**config.mk**
```make
export PLATFORM = sky130hd
export DESIGN_NAME = arith_sel_unit
export DESIGN_NICKNAME = d
export VERILOG_FILES = /design/src/rtl/arith_sel_pkg.sv /design/src/rtl/arith_opnd_mux.sv /design/src/rtl/arith_full_add.sv /design/src/rtl/arith_cla_group.sv /design/src/rtl/arith_sel_unit.sv
export SDC_FILE = /design/constraint.sdc
export NUM_CORES = 1
export LEC_CHECK = 0
export CAP_MARGIN = 20
export CORE_AREA = 2 2 39 41
export DETAILED_ROUTE_END_ITERATION = 6
export DIE_AREA = 0 0 41 43
export GPL_ROUTABILITY_DRIVEN = 0
export PLACE_DENSITY = 0.82
export SETUP_SLACK_MARGIN = 0.1
export SYNTH_ARGS = -nofsm -noshare
export SYNTH_HDL_FRONTEND = slang
export SYNTH_HIERARCHICAL = 1
export SYNTH_SLANG_ARGS = --single-unit
```
**constraint.sdc**
```tcl
create_clock -name vclk -period 2.8
set_clock_uncertainty 0.2 [all_clocks]
set_input_delay 0.42 -clock vclk [all_inputs]
set_output_delay 0.42 -clock vclk [all_outputs]
set_load 0.005 [all_outputs]
```
**src/rtl/arith_sel_pkg.sv**
```systemverilog
`timescale 1ns/1ps
package arith_sel_pkg;

   // Per-bit source for the second adder input
   typedef enum logic [1:0] {
      OPB_TRUE = 2'b00,
      OPB_INV  = 2'b01,
      OPB_ZERO = 2'b10,
      OPB_ONES = 2'b11
   } opb_sel_e;

   localparam int unsigned SEL_W = 2;

endpackage

```
**src/rtl/arith_opnd_mux.sv**
```systemverilog
`timescale 1ns/1ps
module arith_opnd_mux
   import arith_sel_pkg::*;
(
   input  logic             b_bit_i,
   input  logic [SEL_W-1:0] sel_i,
   output logic             y_o
);

   logic b_inv;

   assign b_inv = ~b_bit_i;

   always_comb begin
      unique case (opb_sel_e'(sel_i))
         OPB_TRUE: y_o = b_bit_i;
         OPB_INV:  y_o = b_inv;
         OPB_ZERO: y_o = 1'b0;
         OPB_ONES: y_o = 1'b1;
         default:  y_o = 1'b0;
      endcase
   end

endmodule

```
**src/rtl/arith_full_add.sv**
```systemverilog
`timescale 1ns/1ps
module arith_full_add (
   input  logic x_i,
   input  logic y_i,
   input  logic c_i,
   output logic s_o,
   output logic gen_o,
   output logic prop_o
);

   assign gen_o  = x_i & y_i;
   assign prop_o = x_i ^ y_i;
   assign s_o    = prop_o ^ c_i;

endmodule

```
**src/rtl/arith_cla_group.sv**
```systemverilog
`timescale 1ns/1ps
module arith_cla_group #(
   parameter int unsigned GROUP = 4
) (
   input  logic [GROUP-1:0] gen_i,
   input  logic [GROUP-1:0] prop_i,
   input  logic             cin_i,
   output logic [GROUP-1:0] c_o
);

   // c_o[k] is the carry leaving position k, expanded to two levels
   always_comb begin
      for (int k = 0; k < GROUP; k++) begin
         logic acc;
         logic run;
         acc = gen_i[k];
         run = prop_i[k];
         for (int j = k - 1; j >= 0; j--) begin
            acc = acc | (run & gen_i[j]);
            run = run & prop_i[j];
         end
         c_o[k] = acc | (run & cin_i);
      end
   end

endmodule

```
**src/rtl/arith_sel_unit.sv**
```systemverilog
`timescale 1ns/1ps
module arith_sel_unit
   import arith_sel_pkg::*;
#(
   parameter int unsigned WIDTH         = 8,
   parameter bit          USE_LOOKAHEAD = 1'b0,
   parameter int unsigned GROUP         = 4
) (
   input  logic [WIDTH-1:0] a_i,
   input  logic [WIDTH-1:0] b_i,
   input  logic [1:0]       sel_i,
   input  logic             cin_i,
   output logic [WIDTH-1:0] d_o,
   output logic             cout_o
);

   localparam int unsigned N_GROUPS = (GROUP == 0) ? 1 : WIDTH / GROUP;

   // Elaboration-time parameter checks
   if (WIDTH < 1) begin : g_bad_width
      $error("arith_sel_unit: WIDTH must be at least 1");
   end
   if (USE_LOOKAHEAD && (GROUP < 1 || (WIDTH % GROUP) != 0)) begin : g_bad_group
      $error("arith_sel_unit: GROUP must divide WIDTH in lookahead build");
   end

   logic [WIDTH-1:0] opb;
   logic [WIDTH-1:0] gen;
   logic [WIDTH-1:0] prop;
   logic [WIDTH:0]   carry;

   assign carry[0] = cin_i;
   assign cout_o   = carry[WIDTH];

   for (genvar i = 0; i < WIDTH; i++) begin : g_stage
      arith_opnd_mux u_mux (
         .b_bit_i (b_i[i]),
         .sel_i   (sel_i),
         .y_o     (opb[i])
      );
      arith_full_add u_fa (
         .x_i    (a_i[i]),
         .y_i    (opb[i]),
         .c_i    (carry[i]),
         .s_o    (d_o[i]),
         .gen_o  (gen[i]),
         .prop_o (prop[i])
      );
   end

   if (!USE_LOOKAHEAD) begin : g_ripple
      for (genvar i = 0; i < WIDTH; i++) begin : g_link
         assign carry[i+1] = gen[i] | (prop[i] & carry[i]);
      end
   end else begin : g_lookahead
      for (genvar g = 0; g < N_GROUPS; g++) begin : g_grp
         arith_cla_group #(.GROUP(GROUP)) u_cla (
            .gen_i  (gen[g*GROUP +: GROUP]),
            .prop_i (prop[g*GROUP +: GROUP]),
            .cin_i  (carry[g*GROUP]),
            .c_o    (carry[g*GROUP+1 +: GROUP])
         );
      end
   end

endmodule

```
# Word level (Yosys, flattened, before mapping)
# Cells that the tools add are included.
# classes
eq_ne	3
n_mux	8
bitwise	48
n_reduce_logical	1
# ops
operator	count
$pmux 1 s4	8
$and 1x1->1	16
$xor 1x1->1	16
$not 1->1	8
$or 1x1->1	8
$eq 2x2->1 const B	2
$eq 2x1->1 const B	1
$logic_not 2->1	1
# totals
register_bits	0
elab_cells	60

# Longest topological paths before layout
# Gate-level depths: netlist of the first run.
# logic_depth
word_depth	19
ltp_mapped	8

# Modules after synthesis
# Netlist of the first run, hierarchy kept.
# modules_own_cells
mod	instances	cells_each	area_each_um2	seq_area_each_um2
arith_opnd_mux	8	2	30.0	0.0
arith_full_add	8	2	21.3	0.0
arith_sel_unit	1	15	111.4	0.0

# Worst setup path before layout of the first run
# OpenSTA, ideal clock, no wires.
# synth_path
path_type	in2out
startpoint	input port sel_i[1]
endpoint	output port d_o[7]
t_arrival_ns	1.845
required_time_ns	2.180
slack_ns	0.335
stages	8
n_path_buf	0
path_cell_list	nand2b_4 xnor2_2 ha_1 a21o_1 a21oi_2 a32oi_2 a21o_2 xor2_1
# synth_via
elab_cells_between_ends	42
cone_classes	3 x eq/ne; 8 x mux; 30 x bitwise; 1 x reduce/logical
# synth_lines
item	line_no	text
start, declared	arith_sel_unit.sv:11	input logic [1:0] sel_i,
$eq 2x2->1 (tied with other cells)	arith_opnd_mux.sv:15	unique case (opb_sel_e'(sel_i))
$pmux 1 s4 (*)	arith_opnd_mux.sv:15	
named net opb[2]	arith_sel_unit.sv:27	logic [WIDTH-1:0] opb;
$xor 1x1->1 (*)	arith_full_add.sv:12	assign prop_o = x_i ^ y_i;
named net prop[2]	arith_sel_unit.sv:29	logic [WIDTH-1:0] prop;
$and 1x1->1 (*)	arith_sel_unit.sv:53	assign carry[i+1] = gen[i] | (prop[i] & carry[i]);
$or 1x1->1 (*)	arith_sel_unit.sv:53	
$and 1x1->1 (*)	arith_sel_unit.sv:53	
[... 2 more ...]	-	
$or 1x1->1 (*)	arith_sel_unit.sv:53	
$and 1x1->1 (*)	arith_sel_unit.sv:53	
$or 1x1->1 (*)	arith_sel_unit.sv:53	
named net carry[6]	arith_sel_unit.sv:30	logic [WIDTH:0] carry;
$and 1x1->1 (*)	arith_sel_unit.sv:53	
$or 1x1->1 (*)	arith_sel_unit.sv:53	
named net carry[7]	arith_sel_unit.sv:30	
$xor 1x1->1 (*)	arith_full_add.sv:13	assign s_o = prop_o ^ c_i;
end, declared	arith_sel_unit.sv:13	output logic [WIDTH-1:0] d_o,
# The timed path passes the listed nets; every way through them passes the cells marked *.

# Worst setup path after layout of the first run
# layout_path
startpoint	input port sel_i[1]
endpoint	output port d_o[7]
# layout_via
elab_cells_between_ends	42
cone_classes	3 x eq/ne; 8 x mux; 30 x bitwise; 1 x reduce/logical
# layout_lines
item	line_no
$eq 2x2->1 (tied with other cells)	arith_opnd_mux.sv:15
$pmux 1 s4 (*)	arith_opnd_mux.sv:15
named net opb[4]	arith_sel_unit.sv:27
$xor 1x1->1 (*)	arith_full_add.sv:12
named net prop[4]	arith_sel_unit.sv:29
$and 1x1->1 (*)	arith_sel_unit.sv:53
$or 1x1->1 (*)	arith_sel_unit.sv:53
$and 1x1->1 (*)	arith_sel_unit.sv:53
$or 1x1->1 (*)	arith_sel_unit.sv:53
named net carry[6]	arith_sel_unit.sv:30
$and 1x1->1 (*)	arith_sel_unit.sv:53
$or 1x1->1 (*)	arith_sel_unit.sv:53
named net carry[7]	arith_sel_unit.sv:30
$xor 1x1->1 (*)	arith_full_add.sv:13
# Marks and branches as above.

==> results of run 1 <==
==> power by group <==
group / internal, uW / switching (uW) / leakage, uW / total [uW]
Clock: 0 / 0 / 0 / 0
Combinational: 188 / 110 / 0.000582 / 298
Sequential: 0 / 0 / 0 / 0
Total: 188 / 110 / 0.000582 / 298
==> repair_timing <==
action	4_1_cts	5_1_grt
setup endpoints to repair	9	8
pin swaps	16	12
endpoints found under the hold margin	0	0
cloned	0	0
resized for setup	50	9
setup buffers	8	3
==> critical path, delay by kind of cell <==
kind | cells | cell delay, ns
buf+inv | 5 | 0.58
compound gates | 3 | 0.45
fa+ha+maj | 1 | 0.32
xor+xnor | 2 | 0.26
simple gates | 1 | 0.13
==> path summary, 6_finish.rpt <==
| check | to | depth (start not counted) |
|---|---|---|
| hold / removal | d_o[3] | 6 |
| setup / recovery | d_o[7] | 12 |
==> cell usage after synthesis <==
cell | n | share of area
nand2b_4 | 8 | 0.21
a31o_1 | 1 | 0.017
xor2_1 | 8 | 0.13
a32oi_2 | 1 | 0.031
ha_1 | 8 | 0.19
nand4_1 | 1 | 0.012
nand2_1 | 1 | 0.0072
nor2_1 | 1 | 0.0072
a21o_2 | 2 | 0.034
a21o_1 | 5 | 0.072
a21oi_2 | 1 | 0.017
xnor2_2 | 8 | 0.25
o21ai_0 | 1 | 0.0096
inv_1 | 1 | 0.0072
==> kinds of logic after synthesis <==
family                   after synthesis
XOR/XNOR                              16
AO/OA/AOI/OAI                         11
AND/OR/NAND/NOR                       11
adder cells (fa/ha/maj)                8
buffers and inverters                  1
==> cell type report <==
cell class / instances / share of cell area
tap: 16 / 0.01949
timing repair buffer: 55 / 0.4482
inverter: 1 / 0.003654
multi-input combinational: 46 / 0.5286
==> metrics by stage <==
step                total power (uW)    util  area [um^2]  setup TNS (ns)  setup WS (ns)
global route                   320.8  0.7423         1027        -0.09999       -0.08142
finish                         297.6  0.7423         1027               0        0.02234
floorplan                      119.6       -        521.8               0         0.3351
global placement               276.1  0.6808        942.2          -4.203        -0.6335
detailed placement             282.9  0.6808        942.2          -4.538        -0.6746
CTS                            276.6  0.7043        974.7               0        0.03595
==> per-layer routing <==
metal | vias up | wire length (um) | track usage
li1 | 276 | - | -
met1 | 250 | 538 | 0.2115
met2 | 9 | 740 | 0.3063
met3 | 0 | 35 | 0
met4 | 0 | 0 | 0
met5 | - | 0 | 0
==> reports/qor.txt, run 1 <==
Net count after synthesis -> 74
Initial antenna violation count -> 0
Unrepaired setup endpoints after global routing -> yes
Top-Level Pins -> 28
Mapped Cells -> 47
Die width -> 41 um
Max cap viols -> 0
Peak VDD IR -> 131.5 uV
Post-synthesis cell area -> 521.8 um^2
Starting density of the core -> 0.3770
Leak -> 0.0005821 uW
Outcome -> finished, final reports clean
Die footprint -> 1763 um^2
Placed cell count -> 107
Row cnt -> 14
Global-route wire length before repair -> 2118 um
Main combinational cell family by area after synthesis -> XOR/XNOR gates
Syn Area/Cell -> 11.10 um^2
Post-synthesis mux area share -> 0
WHS -> 1.359 ns
Detailed Route Iter0 Violations -> 0
Synth Area in Compound Gates -> 0.1799
Synth Area in Simple Gates -> 0.2374
Worst slew pin tran -> 0.2199 ns
All-layer global routing usage -> 0.1645
Fill cell count -> 107
Synth Area in XOR/XNOR -> 0.3837
Port bufs -> 28
Layout cell share with drive strength beyond 1 -> 0.5882
Pwr Density -> 289.8 nW/um^2
Vias in the first global route -> 529
Register Area -> 0 um^2
Antenna cells -> 0
Critical path data arrival time -> 2.16 ns
Hold Startpoint -> a_i[2]
Cell mode on critical path -> buf_6
Placeable core area -> 1384 um^2
Hold Crit Class -> in2out
Critical-path cell list -> buf_8 -> buf_6 -> buf_6 -> nand2b_4 -> xnor2_2 -> ha_1 -> o21ai_2 -> a32oi_2 -> buf_4 -> a21o_4 -> xor2_1 -> buf_2
Seq_cells -> 0
Sequential fraction of the synthesis area -> 0
Worst Setup Path Type -> in2out
Crit start category -> primary input
Vias -> 535
Most frequent cells in the layout -> buf_4, clkdlybuf4s50_1, xor2_1, nand2b_4, xnor2_2
Post-Layout Cell Count -> 118
DRT Pass-1 Iters -> 1
Dpl hpwl -> 980.3 um
Endpoints failing hold -> 0
Final WL -> 1315 um
Final Cycle Share -> 0.9920
# hold bufs at CTS -> 0
Pin count of the biggest net entering global routing -> 5
Commonest non-fill, non-tap cell in the layout -> buf_4
Worst setup EP type -> output port
Congestion Overflow GR -> 0
Pins Over Slew Limit -> 0
P&R area growth vs syn -> 96.88%
DRC Markers -> 0
Synth warn -> 6
Clock buffer cells -> 0
Final setup fails -> 0
Post-layout min period -> 2.778 ns
Worst setup startpoint -> sel_i[1]
Synth Area in Adders -> 0.1918
Crit path required time -> 2.18 ns
Max_slew headroom -> 0.8527
Fmax -> 360.0 MHz
Slowest stage delay, CP -> 0.32 ns
Worst-path fanout max -> 4
Wirelength per Cell -> 11.14 um
NumNets Final -> 131
Vias/cell -> 4.534
Multi-input gate area -> 543.0 um^2
Slowest cell on crit path -> ha_1
Chip height -> 43 um
Post-route ant nets -> 0
Post-synthesis cell type count -> 14
(Power assumes the default switching activity.)
==> run 2, diff against run 1 <==
RECOVER_POWER = 50   (was not set)
==> run 2 against run 1 <==
Effect of this change:
- die area unchanged
- non-clock buffer count is the same
- count of clock-buffer cells in the layout stayed put
==> reports/qor.txt, run 2 (synthesized netlist as in run 1, its figures left out) <==
Final Cycle Share -> 0.9920 (unchanged)
Fmax -> 360.0 MHz (unchanged)
Post-layout min period -> 2.778 ns (unchanged)
Vias/cell -> 4.534 (unchanged)
Peak VDD IR -> 131.5 uV (unchanged)
Detailed Route Iter0 Violations -> 0 (unchanged)
Fill cell count -> 109 (+1.9%)
Pins Over Slew Limit -> 0 (unchanged)
DRT met1 WL -> 543 um (+0.93%)
DRT Pass-1 Iters -> 1 (unchanged)
Dpl hpwl -> 980.3 um (unchanged)
WHS -> 1.357 ns (-0.001230 ns)
Vias -> 535 (unchanged)
WL met3 -> 35 um (unchanged)
Final setup fails -> 0 (unchanged)
Seq_cells -> 0 (unchanged)
Post-route design area -> 1022 um^2 (-0.49%)
Clock buffer cells -> 0 (unchanged)
Commonest non-fill, non-tap cell in the layout -> buf_4
Vias in the first global route -> 529 (unchanged)
WL met2 -> 738 um (-0.27%)
Chip height -> 43 um (unchanged)
Worst slew pin tran -> 0.2199 ns (unchanged)
Post-DP Area -> 942.2 um^2 (unchanged)
Worst setup EP type -> output port
Post-route ant nets -> 0 (unchanged)
DRC Markers -> 0 (unchanged)
Worst Setup Path Type -> in2out
Critical path data arrival time -> 2.16 ns (about the same)
Congestion Overflow GR -> 0 (unchanged)
Top-Level Pins -> 28 (unchanged)
Wirelength per Cell -> 11.16 um (+0.15%)
Final WL -> 1317 um (+0.15%)
Starting density of the core -> 0.3770 (unchanged)
Leak -> 0.0005636 uW (-3.2%)
NumNets Final -> 131 (unchanged)
Crit start category -> primary input
Crit path required time -> 2.18 ns (about the same)
Max_slew headroom -> 0.8527 (unchanged)
Hold Crit Class -> in2out
Pin count of the biggest net entering global routing -> 5 (unchanged)
Register Area -> 0 um^2 (unchanged)
Outcome -> finished, final reports clean
Endpoints failing hold -> 0 (unchanged)
Post-layout util -> 0.7387 (-0.003617)
Die footprint -> 1763 um^2 (unchanged)
P&R area growth vs syn -> 95.92%
Worst-path fanout max -> 4 (unchanged)
Layout cell share with drive strength beyond 1 -> 0.5882 (unchanged)
Port bufs -> 28 (unchanged)
Die width -> 41 um (unchanged)
Placeable core area -> 1384 um^2 (unchanged)
Row cnt -> 14 (unchanged)
Global-route wire length before repair -> 2118 um (unchanged)
Antenna cells -> 0 (unchanged)
Most frequent cells in the layout -> buf_4, clkdlybuf4s50_1, xor2_1, nand2b_4, xnor2_2
Initial antenna violation count -> 0 (unchanged)
Top routing layer in use -> met3
Unrepaired setup endpoints after global routing -> yes
Pwr Density -> 291.2 nW/um^2 (+0.51%)
All-layer global routing usage -> 0.1645 (unchanged)
Max cap viols -> 0 (unchanged)
## run 2: final timing paths
| path | start | endpoint | slack [ns] | cells past startpoint |
|---|---|---|---|---|
| max | sel_i[1] | d_o[7] | 0.02 | 12 |
| min | a_i[2] | d_o[3] | 1.36 | 6 |
## run 2: power by group
part           internal [uW]  switching [uW]  leakage [uW]
combinational            188             110      0.000564
clock                      0               0             0
sequential                 0               0             0
## run 2: worst max-delay path, stage by stage
cell	delay, ns
buf_8	0.10
buf_6	0.11
buf_6	0.10
nand2b_4	0.13
xnor2_2	0.13
ha_1	0.32
o21ai_2	0.18
a32oi_2	0.07
buf_4	0.15
a21o_4	0.20
xor2_1	0.13
buf_2	0.12
## run 2: metal layers
layer / vias to the layer above / global-route usage
met1: 250 / 0.2115
li1: 276 / -
met4: 0 / 0
met2: 9 / 0.3063
met3: 0 / 0
met5: - / 0
## run 2: area by class of cell
cell class / count / area, um^2 / share of cell area
inverter: 1 / 3.754 / 0.003672
multi-input combinational: 46 / 543.0 / 0.5312
tap: 16 / 20.02 / 0.01958
timing repair buffer: 55 / 455.4 / 0.4455
## run 2: per-stage QoR
step / setup TNS [ns] / total power [uW] / setup slack, ns / std cells
5_1_grt: -0.09999 / 321.0 / -0.08142 / 118
2_1_floorplan: 0 / 119.6 / 0.3351 / 47
3_5_place_dp: -4.538 / 282.9 / -0.6746 / 107
6_report: 0 / 297.7 / 0.02234 / 118
3_3_place_gp: -4.203 / 276.1 / -0.6335 / 107
4_1_cts: 0 / 276.6 / 0.03595 / 115
## run 2: timing repair
action,in CTS,in global routing
setup endpoints to repair,9,8
pin swaps,16,12
hold buffers,0,0
gates cloned,0,0
gates resized for setup,50,9
buffers inserted,8,3
==> run 3, diff against run 2 <==
CAP_MARGIN = 10   (was 20)
==> results of run 3 <==
Same layout as run 2: the final DEF is identical, and so are final timing and power.
